<file path="config.mk">
export PLATFORM = sky130hd
export DESIGN_NAME = warn_sign_useq
export DESIGN_NICKNAME = d
export VERILOG_FILES = /design/src/rtl/warn_sign_pkg.sv /design/src/rtl/warn_sign_rom.sv /design/src/rtl/warn_sign_dwell.sv /design/src/rtl/warn_sign_seqsel.sv /design/src/rtl/warn_sign_useq.sv
export SDC_FILE = /design/constraint.sdc
export NUM_CORES = 1
export LEC_CHECK = 0
export ABC_CLOCK_PERIOD_IN_PS = 3000
export BUFFER_PORTS_ARGS = -buffer_cell sky130_fd_sc_hd__buf_2
export CORE_AREA = 8 8 45 47
export CTS_CLUSTER_SIZE = 8
export DETAILED_ROUTE_END_ITERATION = 8
export DIE_AREA = 0 0 53 55
export SLEW_MARGIN = 40
export SYNTH_ARGS = -nofsm -noshare
export SYNTH_HDL_FRONTEND = slang
export SYNTH_HIERARCHICAL = 1
export SYNTH_SLANG_ARGS = --single-unit
</file>
<file path="constraint.sdc">
create_clock -name clk -period 3 [get_ports clk]
set_input_delay 0.75 -clock clk [delete_from_list [all_inputs] [get_ports clk]]
set_output_delay 0.75 -clock clk [all_outputs]
set_load 0.005 [all_outputs]
</file>
<file path="src/rtl/warn_sign_pkg.sv">
package warn_sign_pkg;

   typedef enum logic [1:0] {
      SEL_IDLE = 2'd0,
      SEL_HOLD = 2'd1,
      SEL_STEP = 2'd2
   } seq_sel_e;

   // number of lamps lit in a state: none at idle, all in the last state,
   // otherwise two more per step, capped at the lamp count
   function automatic int unsigned lit_count(input int unsigned addr,
                                             input int unsigned n_states,
                                             input int unsigned n_lamps);
      if (addr == 0) return 0;
      if (addr == n_states - 1) return n_lamps;
      if (2 * addr > n_lamps) return n_lamps;
      return 2 * addr;
   endfunction

endpackage

</file>
<file path="src/rtl/warn_sign_rom.sv">
module warn_sign_rom #(
   parameter int unsigned STATE_W = 2,
   parameter int unsigned LAMP_N  = 5
) (
   input  logic [STATE_W-1:0] a_addr,
   input  logic [STATE_W-1:0] b_addr,
   output logic [STATE_W-1:0] a_next,
   output logic [LAMP_N-1:0]  a_lamps,
   output logic [LAMP_N-1:0]  b_lamps
);
   import warn_sign_pkg::*;

   localparam int unsigned N_STATES = 1 << STATE_W;
   localparam int unsigned WORD_W   = STATE_W + LAMP_N;

   // word layout: next-state field on top, lamp pattern below, lamp 1 at bit 0
   logic [WORD_W-1:0] words [N_STATES];

   for (genvar a = 0; a < N_STATES; a++) begin : g_word
      localparam int unsigned LIT = lit_count(a, N_STATES, LAMP_N);
      assign words[a][WORD_W-1 -: STATE_W] = STATE_W'((a + 1) % N_STATES);
      for (genvar l = 0; l < LAMP_N; l++) begin : g_lamp
         assign words[a][l] = (l < LIT) ? 1'b1 : 1'b0;
      end
   end

   logic [WORD_W-1:0] a_word;
   assign a_word  = words[a_addr];
   assign a_next  = a_word[WORD_W-1 -: STATE_W];
   assign a_lamps = a_word[LAMP_N-1:0];
   assign b_lamps = words[b_addr][LAMP_N-1:0];

endmodule

</file>
<file path="src/rtl/warn_sign_dwell.sv">
module warn_sign_dwell #(
   parameter int unsigned HOLD_CYCLES = 1
) (
   input  logic clk,
   input  logic rst,
   input  logic restart,
   output logic done
);
   if (HOLD_CYCLES < 1) begin : g_bad
      $error("warn_sign_dwell: HOLD_CYCLES must be at least 1");
   end

   if (HOLD_CYCLES == 1) begin : g_fast
      assign done = 1'b1;
   end else begin : g_count
      localparam int unsigned CNT_W = $clog2(HOLD_CYCLES);
      localparam logic [CNT_W-1:0] LAST = CNT_W'(HOLD_CYCLES - 1);
      logic [CNT_W-1:0] cnt_q;

      always_ff @(posedge clk) begin
         if (rst || restart) cnt_q <= '0;
         else                cnt_q <= cnt_q + 1'b1;
      end

      assign done = (cnt_q == LAST);

      AST_CNT_RANGE: assert property (@(posedge clk) disable iff (rst)
         cnt_q <= LAST);
      AST_CNT_RESTART: assert property (@(posedge clk) disable iff (rst)
         restart |=> cnt_q == '0);
   end

endmodule

</file>
<file path="src/rtl/warn_sign_seqsel.sv">
module warn_sign_seqsel #(
   parameter int unsigned STATE_W = 2
) (
   input  logic               sw_on,
   input  logic               dwell_done,
   input  logic [STATE_W-1:0] cur_state,
   input  logic [STATE_W-1:0] stored_next,
   output logic [STATE_W-1:0] next_state,
   output logic               restart
);
   import warn_sign_pkg::*;

   seq_sel_e sel;

   always_comb begin
      if (!sw_on)          sel = SEL_IDLE;
      else if (dwell_done) sel = SEL_STEP;
      else                 sel = SEL_HOLD;
   end

   always_comb begin
      unique case (sel)
         SEL_IDLE: next_state = '0;
         SEL_STEP: next_state = stored_next;
         default:  next_state = cur_state;
      endcase
   end

   assign restart = (sel != SEL_HOLD);

endmodule

</file>
<file path="src/rtl/warn_sign_useq.sv">
module warn_sign_useq #(
   parameter int unsigned STATE_W     = 2,
   parameter int unsigned LAMP_N      = 5,
   parameter int unsigned HOLD_CYCLES = 1
) (
   input  logic               clk,
   input  logic               rst,
   input  logic               sw_on,
   output logic [LAMP_N-1:0]  lamp_o,
   output logic [STATE_W-1:0] state_o
);
   if (STATE_W < 1) begin : g_bad_w
      $error("warn_sign_useq: STATE_W must be at least 1");
   end
   if (LAMP_N < 1) begin : g_bad_l
      $error("warn_sign_useq: LAMP_N must be at least 1");
   end

   logic [STATE_W-1:0] state_q;
   logic [LAMP_N-1:0]  lamps_q;
   logic [STATE_W-1:0] stored_next;
   logic [STATE_W-1:0] next_state;
   logic [LAMP_N-1:0]  cur_lamps;
   logic [LAMP_N-1:0]  next_lamps;
   logic               dwell_done;
   logic               restart;

   warn_sign_rom #(.STATE_W(STATE_W), .LAMP_N(LAMP_N)) rom_i (
      .a_addr (state_q),
      .b_addr (next_state),
      .a_next (stored_next),
      .a_lamps(cur_lamps),
      .b_lamps(next_lamps)
   );

   warn_sign_dwell #(.HOLD_CYCLES(HOLD_CYCLES)) dwell_i (
      .clk    (clk),
      .rst    (rst),
      .restart(restart),
      .done   (dwell_done)
   );

   warn_sign_seqsel #(.STATE_W(STATE_W)) sel_i (
      .sw_on      (sw_on),
      .dwell_done (dwell_done),
      .cur_state  (state_q),
      .stored_next(stored_next),
      .next_state (next_state),
      .restart    (restart)
   );

   always_ff @(posedge clk) begin
      if (rst) begin
         state_q <= '0;
         lamps_q <= '0;
      end else begin
         state_q <= next_state;
         lamps_q <= next_lamps;
      end
   end

   assign state_o = state_q;
   assign lamp_o  = lamps_q;

   AST_RESET_IDLE: assert property (@(posedge clk)
      rst |=> (state_q == '0 && lamps_q == '0));
   AST_ADVANCE: assert property (@(posedge clk) disable iff (rst)
      (sw_on && dwell_done) |=> state_q == STATE_W'($past(state_q) + 1'b1));
   AST_SW_OFF_IDLE: assert property (@(posedge clk) disable iff (rst)
      !sw_on |=> (state_q == '0 && lamps_q == '0));
   AST_LAMPS_MATCH: assert property (@(posedge clk) disable iff (rst)
      lamps_q == cur_lamps);
   AST_LAMPS_WITH_STATE: assert property (@(posedge clk) disable iff (rst)
      !$stable(lamps_q) |-> !$stable(state_q));
   AST_HOLD_STABLE: assert property (@(posedge clk) disable iff (rst)
      (sw_on && !dwell_done) |=> $stable(state_q));

endmodule

</file>
After elaboration in Yosys (flattened, before gate mapping). Cells that the tools add are included.

$lt $le $gt $ge: 2. Equal/unequal tests: 1. Muxes and demuxes: 8. Bitwise gates (word level): 2. Reductions and logical operators: 1.

Operators with widths (count): 7-bit binary-select mux with 2-bit select (2); 7-bit two-way mux (2); 5-bit two-way mux (2); 3-bit greater-or-equal comparator, second input constant (2); 2-bit inverter with 3-bit output (2); 2-bit one-hot mux with 2 select lines (1); 2-bit == test, second input constant (1); 2-bit zero test (1); 2-bit two-way mux (1).

Register bits after elaboration: 7. Input bits: 3. Output and inout bits: 7. Logic and storage cells: 16.

Longest topological paths before layout.
Word-level depth: 9. Gate-level depth with buffers: 8. Depth with buffers taken out: 7.

Cells and area by module. The synthesis kept the hierarchy.

Modules (own cells, without submodules): warn_sign_useq (times used 1, cells an instance 14, area each 183.9 um^2, seq. area each 140.1 um^2); warn_sign_rom (times used 1, cells an instance 16, area each 126.4 um^2, seq. area each 0.0 um^2); warn_sign_seqsel (times used 1, cells an instance 5, area each 38.8 um^2, seq. area each 0.0 um^2); warn_sign_dwell (times used 1, cells an instance 2, area each 11.3 um^2, seq. area each 0.0 um^2).

Least setup slack after synthesis. Ideal clock, no wire load.

Path kind: flip-flop to flip-flop. Start point: reg state_q[1] (netlist: state_o[1]). End point: reg lamps_q[1] (netlist: lamp_o[1]). Setup time: 0.114 ns. Arrival time: 1.483 ns. Required time: 2.886 ns. Setup slack: 1.403 ns. Stages on the path, launching flop included: 9. Buffers on the path: 1. Clock period less this slack: 1.597 ns. Cell sequence: dfxtp_1 > inv_1 > ha_1 > or2_1 > mux2i_1 > nor2b_1 > or2_1 > buf_4 > nor2b_1.

Cells in the longest elaborated chain, start to end: 9.

Ends and longest elaborated chain: from (decl) (line warn_sign_useq.sv:19) `logic [STATE_W-1:0] state_q;`; from (signal assigned) (line warn_sign_useq.sv:57) `state_q <= next_state;`; 2-bit inverter with 3-bit output (implied by the code) (line warn_sign_rom.sv:28) `assign a_word = words[a_addr];`; 7-bit binary-select mux with 2-bit select (line warn_sign_rom.sv:28); 7-bit two-way mux (implied by the code) (2 in a row) (line warn_sign_rom.sv:28); via stored_next[0] (line warn_sign_useq.sv:21) `logic [STATE_W-1:0] stored_next;`; 2-bit one-hot mux with 2 select lines (line warn_sign_seqsel.sv:22) `unique case (sel)`; via next_state[0] (line warn_sign_useq.sv:22) `logic [STATE_W-1:0] next_state;`; 2-bit inverter with 3-bit output (implied by the code) (line warn_sign_rom.sv:31) `assign b_lamps = words[b_addr][LAMP_N-1:0];`; 7-bit binary-select mux with 2-bit select (line warn_sign_rom.sv:31); 5-bit two-way mux (implied by the code) (2 in a row) (line warn_sign_rom.sv:31); via next_lamps[1] (line warn_sign_useq.sv:24) `logic [LAMP_N-1:0] next_lamps;`; to (signal assigned) (line warn_sign_useq.sv:58) `lamps_q <= next_lamps;`; to (decl) (line warn_sign_useq.sv:20) `logic [LAMP_N-1:0] lamps_q;`.

The timed path passes the listed nets, and every way through them passes these cells. The select of a mux whose other input is x is not followed. A chain may end at the register's enable or synchronous reset.

Worst setup path after layout.
Start point: reg state_q[1] (netlist: state_o[1]). End point: reg lamps_q[1] (netlist: lamp_o[1]).

Cells in the longest elaborated chain, start to end: 9.

Ends and longest elaborated chain (line): 2-bit inverter with 3-bit output (implied by the code) (warn_sign_rom.sv:28); 7-bit binary-select mux with 2-bit select (warn_sign_rom.sv:28); 7-bit two-way mux (implied by the code) (2 in a row) (warn_sign_rom.sv:28); via stored_next[1] (warn_sign_useq.sv:21); 2-bit one-hot mux with 2 select lines (warn_sign_seqsel.sv:22); via next_state[1] (warn_sign_useq.sv:22); 2-bit inverter with 3-bit output (implied by the code) (warn_sign_rom.sv:31); 7-bit binary-select mux with 2-bit select (warn_sign_rom.sv:31); 5-bit two-way mux (implied by the code) (2 in a row) (warn_sign_rom.sv:31).

The timed path passes the listed nets, and every way through them passes these cells. The select of a mux whose other input is x is not followed.

==> impl_metrics.env <==
export IMPL_cts_setup_buffers=0
export IMPL_grt_max_degree=8
export IMPL_setup_viol=0
export IMPL_grt_pass1_vias=190
export IMPL_clock_latency_ns=0.25
export IMPL_synthesis_area_um2=315
export IMPL_final_cells=56
export IMPL_dieArea_um2=2920
export IMPL_tns_ns=0
export IMPL_antenna_found_initial=0
export IMPL_rsz0062_at_grt="no"
export IMPL_h_tree_depth=1
export IMPL_layout_drive_gt1_share_pct=32.5
export IMPL_gp_congestion=0.664
export IMPL_crit_top_cell="nor2b_1"
export IMPL_tritoncts="built"
export IMPL_numCtsBuffers=3
export IMPL_drv_slew=0
export IMPL_place_inst=52
export IMPL_cp_buffers_inverters=1
export IMPL_syn_area_per_cell_um2=10.2
export IMPL_grt_pass1_wl_um=752
export IMPL_critPathSlowestCell="dfxtp_1"
export IMPL_drt_vias_per_instance=3.57
export IMPL_insertedDiodeCount=0
export IMPL_r2r_cells=6
export IMPL_num_io_pins=10
export IMPL_crit_path_cell_trace="inv_1 > ha_1 > mux2i_1 > nor2b_1 > or2_1 > nor2b_1"
export IMPL_io_buffer_count=9
export IMPL_fp_coreArea_um2=1380
export IMPL_cts_repair_resized=0
export IMPL_power_density_nw_per_um2=528
export IMPL_fmax_mhz=652
export IMPL_clk_path_buf_depth=2
export IMPL_startpoint_type="flip-flop"
export IMPL_clk_pin_slew_ns=0.05
export IMPL_start_util_pct=22.8
export IMPL_cts_root_buf="clkbuf_4"
export IMPL_grt_total_usage_pct=4.00
export IMPL_cp_arrival_ns=1.67
export IMPL_grt_overflow_total=0
export IMPL_hold_path_class="input port to flip-flop"
export IMPL_p_leak_nw=0.183
export IMPL_routed_wl_um=541
export IMPL_slowest_delay_ns=0.38
export IMPL_synthCells=31
export IMPL_min_period_ns=1.53
export IMPL_crit_family="simple AND/OR/NAND/NOR gates"
export IMPL_finalHoldViolCount=0
export IMPL_crit_cells=6
export IMPL_drv_cap=0
export IMPL_worstSetupPathType="flip-flop to flip-flop"
export IMPL_drt_iter0_drc=5
export IMPL_ant_nets=0
export IMPL_drt_pass1_iter_count=3
export IMPL_status="finished clean"
export IMPL_required_ns=3.14
export IMPL_rows=14
export IMPL_highest_layer="met3"
export IMPL_yosysWarnings=6
export IMPL_vias=200
export IMPL_die_w_um=53
export IMPL_fp_dieH_um=55
export IMPL_clock_sinks=7
export IMPL_nets=47
export IMPL_wl_met3_um=57
export IMPL_areaGrowthSynthToFinish_pct=19.4
export IMPL_wl_per_cell_um=9.66
export IMPL_worstSetupEndpointType="flip-flop"
export IMPL_finClkSkew_ns=0.00277
export IMPL_drc=0
export IMPL_cp_max_fo=5
export IMPL_met1Wirelength_um=194
export IMPL_timing_final_crit_share_pct=51.2
export IMPL_wl_met2_um=289
export IMPL_cts_hold_buffers=0
export IMPL_peakVddDrop_mv=0.112
export IMPL_min_path_cells=2
export IMPL_hold_slack_ns=0.751
export IMPL_synth_fp_nets=37
## final timing paths
kind                                 to  slack, ns                  start
setup / recovery   lamp_o[1]$_SDFF_PP0_       1.47  state_o[1]$_SDFF_PP0_
hold / removal    state_o[1]$_SDFF_PP0_       0.75                    rst
setup reg to reg   lamp_o[1]$_SDFF_PP0_       1.47  state_o[1]$_SDFF_PP0_
hold reg to reg   state_o[0]$_SDFF_PP0_       1.04  state_o[1]$_SDFF_PP0_
## power by group
group          leakage [nW]  internal, mW  switching, mW
sequential           0.0570        0.0962        0.00106
combinational         0.111       0.00825        0.00778
clock                0.0150        0.0508         0.0349
## area by class of cell
type,instances,area (um2)
tap,16,20.0
inverter,2,7.51
fill,157,1010
multi-input combinational,18,138
clock buffer,4,26.3
sequential,7,140
timing repair buffer,9,45.0
## layer usage
layer,vias to the layer above,track usage [%]
met5,-,0
met2,7,5.86
li1,104,-
met4,0,5.17
met3,0,2.67
met1,89,3.21
## stage by stage
step                      worst slack [ns]  cell area [um2]  total power [mW]  util [%]
after CTS                             1.46              377             0.203      27.2
after detailed placement              1.50              350             0.115      25.3
final                                 1.47              377             0.199      27.2
after global placement                1.51              350             0.115      25.3
after floorplan                       1.46              315             0.112         -
after global routing                  1.39              377             0.209      27.2
## flip-flops by register name, summed over array words and instances (netlist names)
name	count
state_o	2
lamp_o	5
## layout by cell type (no fill, tap or decap)
master	n
ha_1	3
buf_2	9
clkbuf_4	3
nor2b_1	9
clkbuf_1	1
inv_1	2
conb_1	1
and2_2	1
dfxtp_1	7
or2_1	2
mux2i_1	2
Power figures use the tool's default switching activity.
